==> src/rtl/irq_route_pkg.sv <==
`timescale 1ns/1ps
// Package: shared constants for the interrupt routing unit.
// Assumes a register width of at least 12 bits.
package irq_route_pkg;
    // interrupt bit positions (shared by every register view)
    localparam int unsigned BIT_SSW = 1;
    localparam int unsigned BIT_MSW = 3;
    localparam int unsigned BIT_STM = 5;
    localparam int unsigned BIT_MTM = 7;
    localparam int unsigned BIT_SEX = 9;
    localparam int unsigned BIT_MEX = 11;

    localparam int unsigned NUM_SRC = 6;
    // arbitration order, highest first
    localparam int unsigned PRIO_ORDER [0:NUM_SRC-1] =
        '{BIT_MEX, BIT_MSW, BIT_MTM, BIT_SEX, BIT_SSW, BIT_STM};

    // privilege codes
    localparam logic [1:0] PRIV_U = 2'd0;
    localparam logic [1:0] PRIV_S = 2'd1;
    localparam logic [1:0] PRIV_M = 2'd3;

    // CSR addresses
    localparam logic [11:0] CSR_SEN    = 12'h104;
    localparam logic [11:0] CSR_SPEND  = 12'h144;
    localparam logic [11:0] CSR_MDELEG = 12'h303;
    localparam logic [11:0] CSR_MEN    = 12'h304;
    localparam logic [11:0] CSR_MPEND  = 12'h344;
endpackage

==> src/rtl/irq_csr_bank.sv <==
`timescale 1ns/1ps
// Module: irq_csr_bank
// Holds the machine pending, enable and delegation state and decodes the CSR
// port. The supervisor views are masks of the machine registers.
// Assumes XLEN >= 12; reads are combinational, writes land at the clock edge.
module irq_csr_bank
    import irq_route_pkg::*;
#(
    parameter int unsigned XLEN      = 32,
    parameter bit          DELEG_MSW = 1'b0,
    parameter bit          DELEG_MTM = 1'b1,
    parameter bit          DELEG_MEX = 1'b0
) (
    input  logic            clk,
    input  logic            rst_n,
    input  logic [11:0]     csr_addr,
    input  logic            csr_we,
    input  logic [XLEN-1:0] csr_wdata,
    output logic [XLEN-1:0] csr_rdata,
    input  logic            irq_msw_i,
    input  logic            irq_mtimer_i,
    input  logic            irq_mext_i,
    output logic [XLEN-1:0] pend_o,
    output logic [XLEN-1:0] en_o,
    output logic [XLEN-1:0] deleg_o
);
    localparam logic [XLEN-1:0] SW_PEND_MASK =
        XLEN'((32'd1 << BIT_SSW) | (32'd1 << BIT_STM) | (32'd1 << BIT_SEX));
    localparam logic [XLEN-1:0] HW_PEND_MASK =
        XLEN'((32'd1 << BIT_MSW) | (32'd1 << BIT_MTM) | (32'd1 << BIT_MEX));
    localparam logic [XLEN-1:0] IMPL_MASK = SW_PEND_MASK | HW_PEND_MASK;
    localparam logic [XLEN-1:0] DELEG_WMASK = SW_PEND_MASK
        | (XLEN'(DELEG_MSW) << BIT_MSW)
        | (XLEN'(DELEG_MTM) << BIT_MTM)
        | (XLEN'(DELEG_MEX) << BIT_MEX);

    logic [XLEN-1:0] pend_sw_q;
    logic [XLEN-1:0] en_q;
    logic [XLEN-1:0] deleg_q;
    logic [XLEN-1:0] pend_hw;
    logic [XLEN-1:0] s_pend_wmask;
    logic [XLEN-1:0] s_en_wmask;
    logic            wr_mpend, wr_spend, wr_men, wr_sen, wr_deleg;

    // write strobe decode
    always_comb begin
        wr_mpend = csr_we && (csr_addr == CSR_MPEND);
        wr_spend = csr_we && (csr_addr == CSR_SPEND);
        wr_men   = csr_we && (csr_addr == CSR_MEN);
        wr_sen   = csr_we && (csr_addr == CSR_SEN);
        wr_deleg = csr_we && (csr_addr == CSR_MDELEG);
    end

    // wire-driven machine pending bits
    always_comb begin
        pend_hw          = '0;
        pend_hw[BIT_MSW] = irq_msw_i;
        pend_hw[BIT_MTM] = irq_mtimer_i;
        pend_hw[BIT_MEX] = irq_mext_i;
    end

    // supervisor writes reach only delegated, writable bits
    always_comb begin
        s_pend_wmask = SW_PEND_MASK & deleg_q;
        s_en_wmask   = IMPL_MASK & deleg_q;
    end

    // software-writable pending flops
    always_ff @(posedge clk) begin
        if (!rst_n) begin
            pend_sw_q <= '0;
        end else if (wr_mpend) begin
            pend_sw_q <= csr_wdata & SW_PEND_MASK;
        end else if (wr_spend) begin
            pend_sw_q <= (pend_sw_q & ~s_pend_wmask) | (csr_wdata & s_pend_wmask);
        end
    end

    // enable flops
    always_ff @(posedge clk) begin
        if (!rst_n) begin
            en_q <= '0;
        end else if (wr_men) begin
            en_q <= csr_wdata & IMPL_MASK;
        end else if (wr_sen) begin
            en_q <= (en_q & ~s_en_wmask) | (csr_wdata & s_en_wmask);
        end
    end

    // delegation bits: a flop where the build allows it, a constant zero elsewhere
    for (genvar i = 0; i < int'(XLEN); i++) begin : g_deleg
        if (DELEG_WMASK[i]) begin : g_rw
            logic bit_q;
            // one writable delegation bit
            always_ff @(posedge clk) begin
                if (!rst_n) begin
                    bit_q <= 1'b0;
                end else if (wr_deleg) begin
                    bit_q <= csr_wdata[i];
                end
            end
            assign deleg_q[i] = bit_q;
        end else begin : g_ro
            assign deleg_q[i] = 1'b0;
        end
    end

    assign pend_o  = pend_sw_q | pend_hw;
    assign en_o    = en_q;
    assign deleg_o = deleg_q;

    // read mux with supervisor masking
    always_comb begin
        case (csr_addr)
            CSR_MPEND:  csr_rdata = pend_sw_q | pend_hw;
            CSR_SPEND:  csr_rdata = (pend_sw_q | pend_hw) & deleg_q;
            CSR_MEN:    csr_rdata = en_q;
            CSR_SEN:    csr_rdata = en_q & deleg_q;
            CSR_MDELEG: csr_rdata = deleg_q;
            default:    csr_rdata = '0;
        endcase
    end


    spend_keeps_undelegated_chk: assert property (@(posedge clk) disable iff (!rst_n)
        wr_spend |=> ((pend_sw_q & ~$past(deleg_q)) == ($past(pend_sw_q) & ~$past(deleg_q))));

    sen_keeps_undelegated_chk: assert property (@(posedge clk) disable iff (!rst_n)
        wr_sen |=> ((en_q & ~$past(deleg_q)) == ($past(en_q) & ~$past(deleg_q))));
endmodule

==> src/rtl/irq_arbiter.sv <==
`timescale 1ns/1ps
// Module: irq_arbiter
// Finds the interrupts that may be taken now and picks one by fixed priority.
// Assumes the privilege code 2 is treated like a level below machine.
module irq_arbiter
    import irq_route_pkg::*;
#(
    parameter int unsigned XLEN    = 32,
    parameter int unsigned CAUSE_W = $clog2(XLEN)
) (
    input  logic [XLEN-1:0]    pend_i,
    input  logic [XLEN-1:0]    en_i,
    input  logic [XLEN-1:0]    deleg_i,
    input  logic [1:0]         priv_i,
    input  logic               mie_glb_i,
    input  logic               sie_glb_i,
    output logic               trap_req_o,
    output logic [1:0]         trap_lvl_o,
    output logic [CAUSE_W-1:0] trap_cause_o
);
    logic            s_open, m_open;
    logic [XLEN-1:0] ready;
    logic [XLEN-1:0] elig;

    // level gates for each target
    always_comb begin
        s_open = (priv_i == PRIV_U) || ((priv_i == PRIV_S) && sie_glb_i);
        m_open = (priv_i != PRIV_M) || mie_glb_i;
    end

    // per-bit eligibility: delegated bits use the supervisor gate
    always_comb begin
        ready = pend_i & en_i;
        for (int b = 0; b < int'(XLEN); b++) begin
            elig[b] = ready[b] && (deleg_i[b] ? s_open : m_open);
        end
    end

    // fixed-priority pick; the earliest list entry is written last and wins
    always_comb begin
        trap_req_o   = 1'b0;
        trap_cause_o = '0;
        trap_lvl_o   = PRIV_M;
        for (int k = NUM_SRC - 1; k >= 0; k--) begin
            if (elig[PRIO_ORDER[k]]) begin
                trap_req_o   = 1'b1;
                trap_cause_o = CAUSE_W'(PRIO_ORDER[k]);
                trap_lvl_o   = deleg_i[PRIO_ORDER[k]] ? PRIV_S : PRIV_M;
            end
        end
    end
endmodule

==> src/rtl/irq_route_unit.sv <==
`timescale 1ns/1ps
// Module: irq_route_unit (top)
// Interrupt pending/enable/delegation state with supervisor views and trap routing.
// Assumes inputs are synchronous to clk; trap outputs are combinational.
module irq_route_unit
    import irq_route_pkg::*;
#(
    parameter int unsigned XLEN      = 32,
    parameter bit          DELEG_MSW = 1'b0,
    parameter bit          DELEG_MTM = 1'b1,
    parameter bit          DELEG_MEX = 1'b0,
    localparam int unsigned CAUSE_W  = $clog2(XLEN)
) (
    input  logic               clk,
    input  logic               rst_n,
    input  logic [11:0]        csr_addr,
    input  logic               csr_we,
    input  logic [XLEN-1:0]    csr_wdata,
    output logic [XLEN-1:0]    csr_rdata,
    input  logic               irq_msw_i,
    input  logic               irq_mtimer_i,
    input  logic               irq_mext_i,
    input  logic [1:0]         priv_i,
    input  logic               mie_glb_i,
    input  logic               sie_glb_i,
    output logic               trap_req_o,
    output logic [1:0]         trap_lvl_o,
    output logic [CAUSE_W-1:0] trap_cause_o
);
    logic [XLEN-1:0] pend_w, en_w, deleg_w;

    irq_csr_bank #(
        .XLEN(XLEN), .DELEG_MSW(DELEG_MSW), .DELEG_MTM(DELEG_MTM), .DELEG_MEX(DELEG_MEX)
    ) u_bank (
        .clk(clk), .rst_n(rst_n),
        .csr_addr(csr_addr), .csr_we(csr_we), .csr_wdata(csr_wdata), .csr_rdata(csr_rdata),
        .irq_msw_i(irq_msw_i), .irq_mtimer_i(irq_mtimer_i), .irq_mext_i(irq_mext_i),
        .pend_o(pend_w), .en_o(en_w), .deleg_o(deleg_w)
    );

    irq_arbiter #(.XLEN(XLEN), .CAUSE_W(CAUSE_W)) u_arb (
        .pend_i(pend_w), .en_i(en_w), .deleg_i(deleg_w),
        .priv_i(priv_i), .mie_glb_i(mie_glb_i), .sie_glb_i(sie_glb_i),
        .trap_req_o(trap_req_o), .trap_lvl_o(trap_lvl_o), .trap_cause_o(trap_cause_o)
    );


    deleg_quiet_in_m_chk: assert property (@(posedge clk) disable iff (!rst_n)
        (trap_req_o && (priv_i == PRIV_M)) |-> (trap_lvl_o == PRIV_M));

    sup_gate_chk: assert property (@(posedge clk) disable iff (!rst_n)
        (trap_req_o && (trap_lvl_o == PRIV_S)) |->
            ((priv_i == PRIV_U) || ((priv_i == PRIV_S) && sie_glb_i)));

    mach_gate_chk: assert property (@(posedge clk) disable iff (!rst_n)
        (trap_req_o && (trap_lvl_o == PRIV_M)) |-> ((priv_i != PRIV_M) || mie_glb_i));

    cause_live_chk: assert property (@(posedge clk) disable iff (!rst_n)
        trap_req_o |-> (pend_w[trap_cause_o] && en_w[trap_cause_o]));
endmodule

==> config.mk <==
export PLATFORM = sky130hd
export DESIGN_NAME = irq_route_unit
export DESIGN_NICKNAME = d
export VERILOG_FILES = /design/src/rtl/irq_route_pkg.sv /design/src/rtl/irq_csr_bank.sv /design/src/rtl/irq_arbiter.sv /design/src/rtl/irq_route_unit.sv
export SDC_FILE = /design/constraint.sdc
export NUM_CORES = 1
export LEC_CHECK = 0
export ABC_CLOCK_PERIOD_IN_PS = 1800
export BUFFER_PORTS_ARGS = -buffer_cell sky130_fd_sc_hd__buf_2
export CAP_MARGIN = 20
export CORE_MARGIN = 10
export CORE_UTILIZATION = 37
export DETAILED_ROUTE_END_ITERATION = 10
export PLACE_DENSITY = 0.83
export RECOVER_POWER = 50
export SLEW_MARGIN = 30
export SYNTH_ARGS = -nofsm -noshare
export SYNTH_HDL_FRONTEND = slang
export SYNTH_SLANG_ARGS = --single-unit
==> constraint.sdc <==
create_clock -name clk -period 1.8 [get_ports clk]
set_clock_uncertainty 0.05 [all_clocks]
set_input_delay 0.45 -clock clk [delete_from_list [all_inputs] [get_ports clk]]
set_output_delay 0.45 -clock clk [all_outputs]
set_load 0.02 [all_outputs]
==> impl_metrics.toml <==
[outcome]
run_status = "finished, violations left"
violations = "setup timing"

[timing]
final.period_utilization_pct = 120
setup_violations = 12
fmaxAchievable_ghz = 0.461
fin_setup_tns_ns = -2.77
hold_viol_final = 0
rsz0062_at_grt = "yes"
slew_viol_final = 0
fin_crit_ns = 2.17
setup_slack_ns = -0.367

[clock_network]
worst_skew_pair.late_latency_ns = 0.29
post_cts_hold_buffers = 0
cts_buffer_depth = 2
clock-sinks = 13
worst_setup_hold_path_clk_slew_ns = 0.07
ctsHtreeMaxLevel = 1
numCtsBuffers = 3
clockRootBuffer = "clkbuf_4"
cts_tree = "done"

[min_path]
hold_path_startpoint = "csr_wdata[11]"
whs_path_depth = 3
min_path_type = "primary input to register"
holdPathEnd = "u_bank.en_o[11]$_SDFFE_PN0P_"

[place]
place.detailed.hpwl_mm = 3.03
globalplace.congestion = 0.871
port_buffers = 39

[die]
die-area_um2 = 6250
floorplan.die.height_um = 79.0
fp.coreArea_um2 = 3360
io-pin-count = 94
floorplan.rows = 21
die_width_um = 79.0
initial_utilization_pct = 38.4

[critical_path]
crit_path_cell_trace = "buf_6, nor4b_4, nand4_1, or2_4, a21oi_4, buf_6"
worst_path_max_delay_cell = "or2_4"
reg2reg_from = "u_bank.g_deleg[1].g_rw.bit_q$_SDFFE_PN0P_"
cp_max_fo = 4
worstPathArrival_ns = 1.67
worst-r2r-setup-slack_ns = 0.65
start_kind = "primary input"
required_ns = 1.30
critical-path-top-cell-by-count = "buf_6"
critPathCaptureType = "primary output"
reg2reg_depth = 4
critical_path.max_stage_delay_ns = 0.33
worst-setup-path-type = "primary input to primary output"

[logic_synthesis]
seq_total_area_yosys_pct = 20.2
synth_edf_count = 0
syn_avg_cell_area_um2 = 7.59
postSynthRegisterBits = 13
fraction_of_registers_with_async_set_or_reset_after_synthesis_pct = 0
yosys_warnings = 0
synth_cells = 170
netlist-cell-type-count = 40
synth.cell_area_um2 = 1290
synth_flop_cell = "dfxtp_1"

[cells_and_area]
synthesis_to_finish_area_growth_pct = 45.8
fillerInstances = 303
final_core_util_pct = 55.9
multi_input_logic_area_um2 = 1010
final_common_cell = "buf_4"
register_area_um2 = 270
diodes = 0
fraction_of_layout_instances_using_a_drive_strength_above_1_pct = 47.4
commonest_cells_after_routing_fill_and_taps_aside = "buf_4 (29), conb_1 (28), buf_2 (22), nand2_1 (16), buf_6 (16)"
nets = 287

[routing]
drc_errors = 0
routedWlPerCell_um = 15.1
post_detailed_route_via_to_cell_ratio = 4.99
initialDrtViolationCount = 68
drt_wl_total_mm = 4.20
vias = 1387
detailedRoute.firstPassIterationCount = 4
antenna_violating_nets_post_route = 0

[global_routing]
globalRouteTotalUtil_pct = 12.3
grt_first_pass_wirelength_mm = 6.44
antenna_found_initial = 0
grt_max_degree = 11
grt_remaining_overflow = 0
vias_in_the_first_global_route = 1374

[job]
maxCapViolations = 0

[power_and_ir_drop]
power_leakage_nw = 0.793
pwr_density_cell_nw_per_um2 = 345
vdd_drop_max_uv = 213
==> cell usage after synthesis, types with 2 or more instances <==
cell	n	area, µm²
nor4b_4	2	47.6
nor2b_1	2	12.5
conb_1	2	7.51
nor2_1	16	60.1
mux2_2	4	45.0
nand4b_1	4	35.0
a21oi_1	13	65.1
buf_4	29	218
a31oi_1	4	25.0
clkbuf_1	2	7.51
nand2_1	18	67.6
dfxtp_1	13	260
o21ai_0	8	40.0
o32a_1	2	20.0
and2_1	3	18.8
nand3b_1	3	22.5
nor3_1	2	10.0
o31ai_1	3	22.5
mux2i_1	8	80.1
nand3_1	9	45.0
and3_1	2	12.5
and3b_1	2	17.5
nand4_1	2	12.5
==> metrics by stage <==
stage          hold WS [ns]  cell area [µm²]  cells  worst slack [ns]  power [W]
6_report              0.362             1880    278            -0.367   0.000649
5_1_grt               0.354             1880    278            -0.420   0.000690
4_1_cts               0.354             1870    281            -0.322   0.000646
3_5_place_dp          0.438             1640    267            -0.403   0.000453
3_3_place_gp          0.433             1640    267            -0.393   0.000451
2_1_floorplan         0.417             1480    196            -0.174   0.000437
==> cell families after synthesis <==
logic type             Yosys count  synth area share, %
and+or+nand+nor                 70                 31.0
DFF                             13                 20.2
muxes                           12                 9.70
other                            2                0.582
AOI/OAI and AO/OA               37                 17.7
buffers and inverters           36                 20.9
==> critical path, delay by kind of cell <==
kind            cells  cell delay (ns)
compound gates      1             0.15
buf+inv             2             0.22
simple gates        3             0.84
==> what timing repair did <==
item,in CTS,in global routing
setup endpoints to repair,12,16
buffers inserted,11,2
pin swaps,14,8
resized for setup,47,12
==> metal layers <==
metal | track usage (%) | up-vias | part of all wire (%)
li1 | - | 678 | -
met1 | 14.0 | 633 | 39
met2 | 21.2 | 65 | 51
met3 | 3.27 | 11 | 7.5
met4 | 5.02 | 0 | 2.4
met5 | 0 | - | 0
==> power breakdown <==
group          leakage [nW]  switching (W)  internal [W]  total [W]
Clock                0.0177      0.0000992     0.0000826   0.000182
Combinational         0.666       0.000116     0.0000643   0.000180
Sequential            0.109   0.0000000370      0.000287   0.000287
Total                 0.793       0.000215      0.000434   0.000649
==> how the worst max path moves through the flow <==
stage                 startpoint      endpoint  slack (ns)  cells after the start
CTS                  csr_addr[7]  csr_rdata[9]       -0.32                      6
finish              csr_addr[11]  csr_rdata[9]       -0.37                      6
floorplan           csr_addr[10]  csr_rdata[1]       -0.17                      6
detailed placement  csr_addr[10]  csr_rdata[1]       -0.40                      6
global placement    csr_addr[10]  csr_rdata[9]       -0.39                      6
global route         csr_addr[2]  csr_rdata[9]       -0.42                      6
==> area by class of cell <==
cell class	instances	share of cell area (%)
clock buffer	3	1.20
clock inverter	1	0.266
inverter	1	0.200
multi-input combinational	147	53.9
sequential	13	14.4
tap	46	3.06
timing repair buffer	67	27.0
No activity file was read; power rests on OpenSTA's default activity.
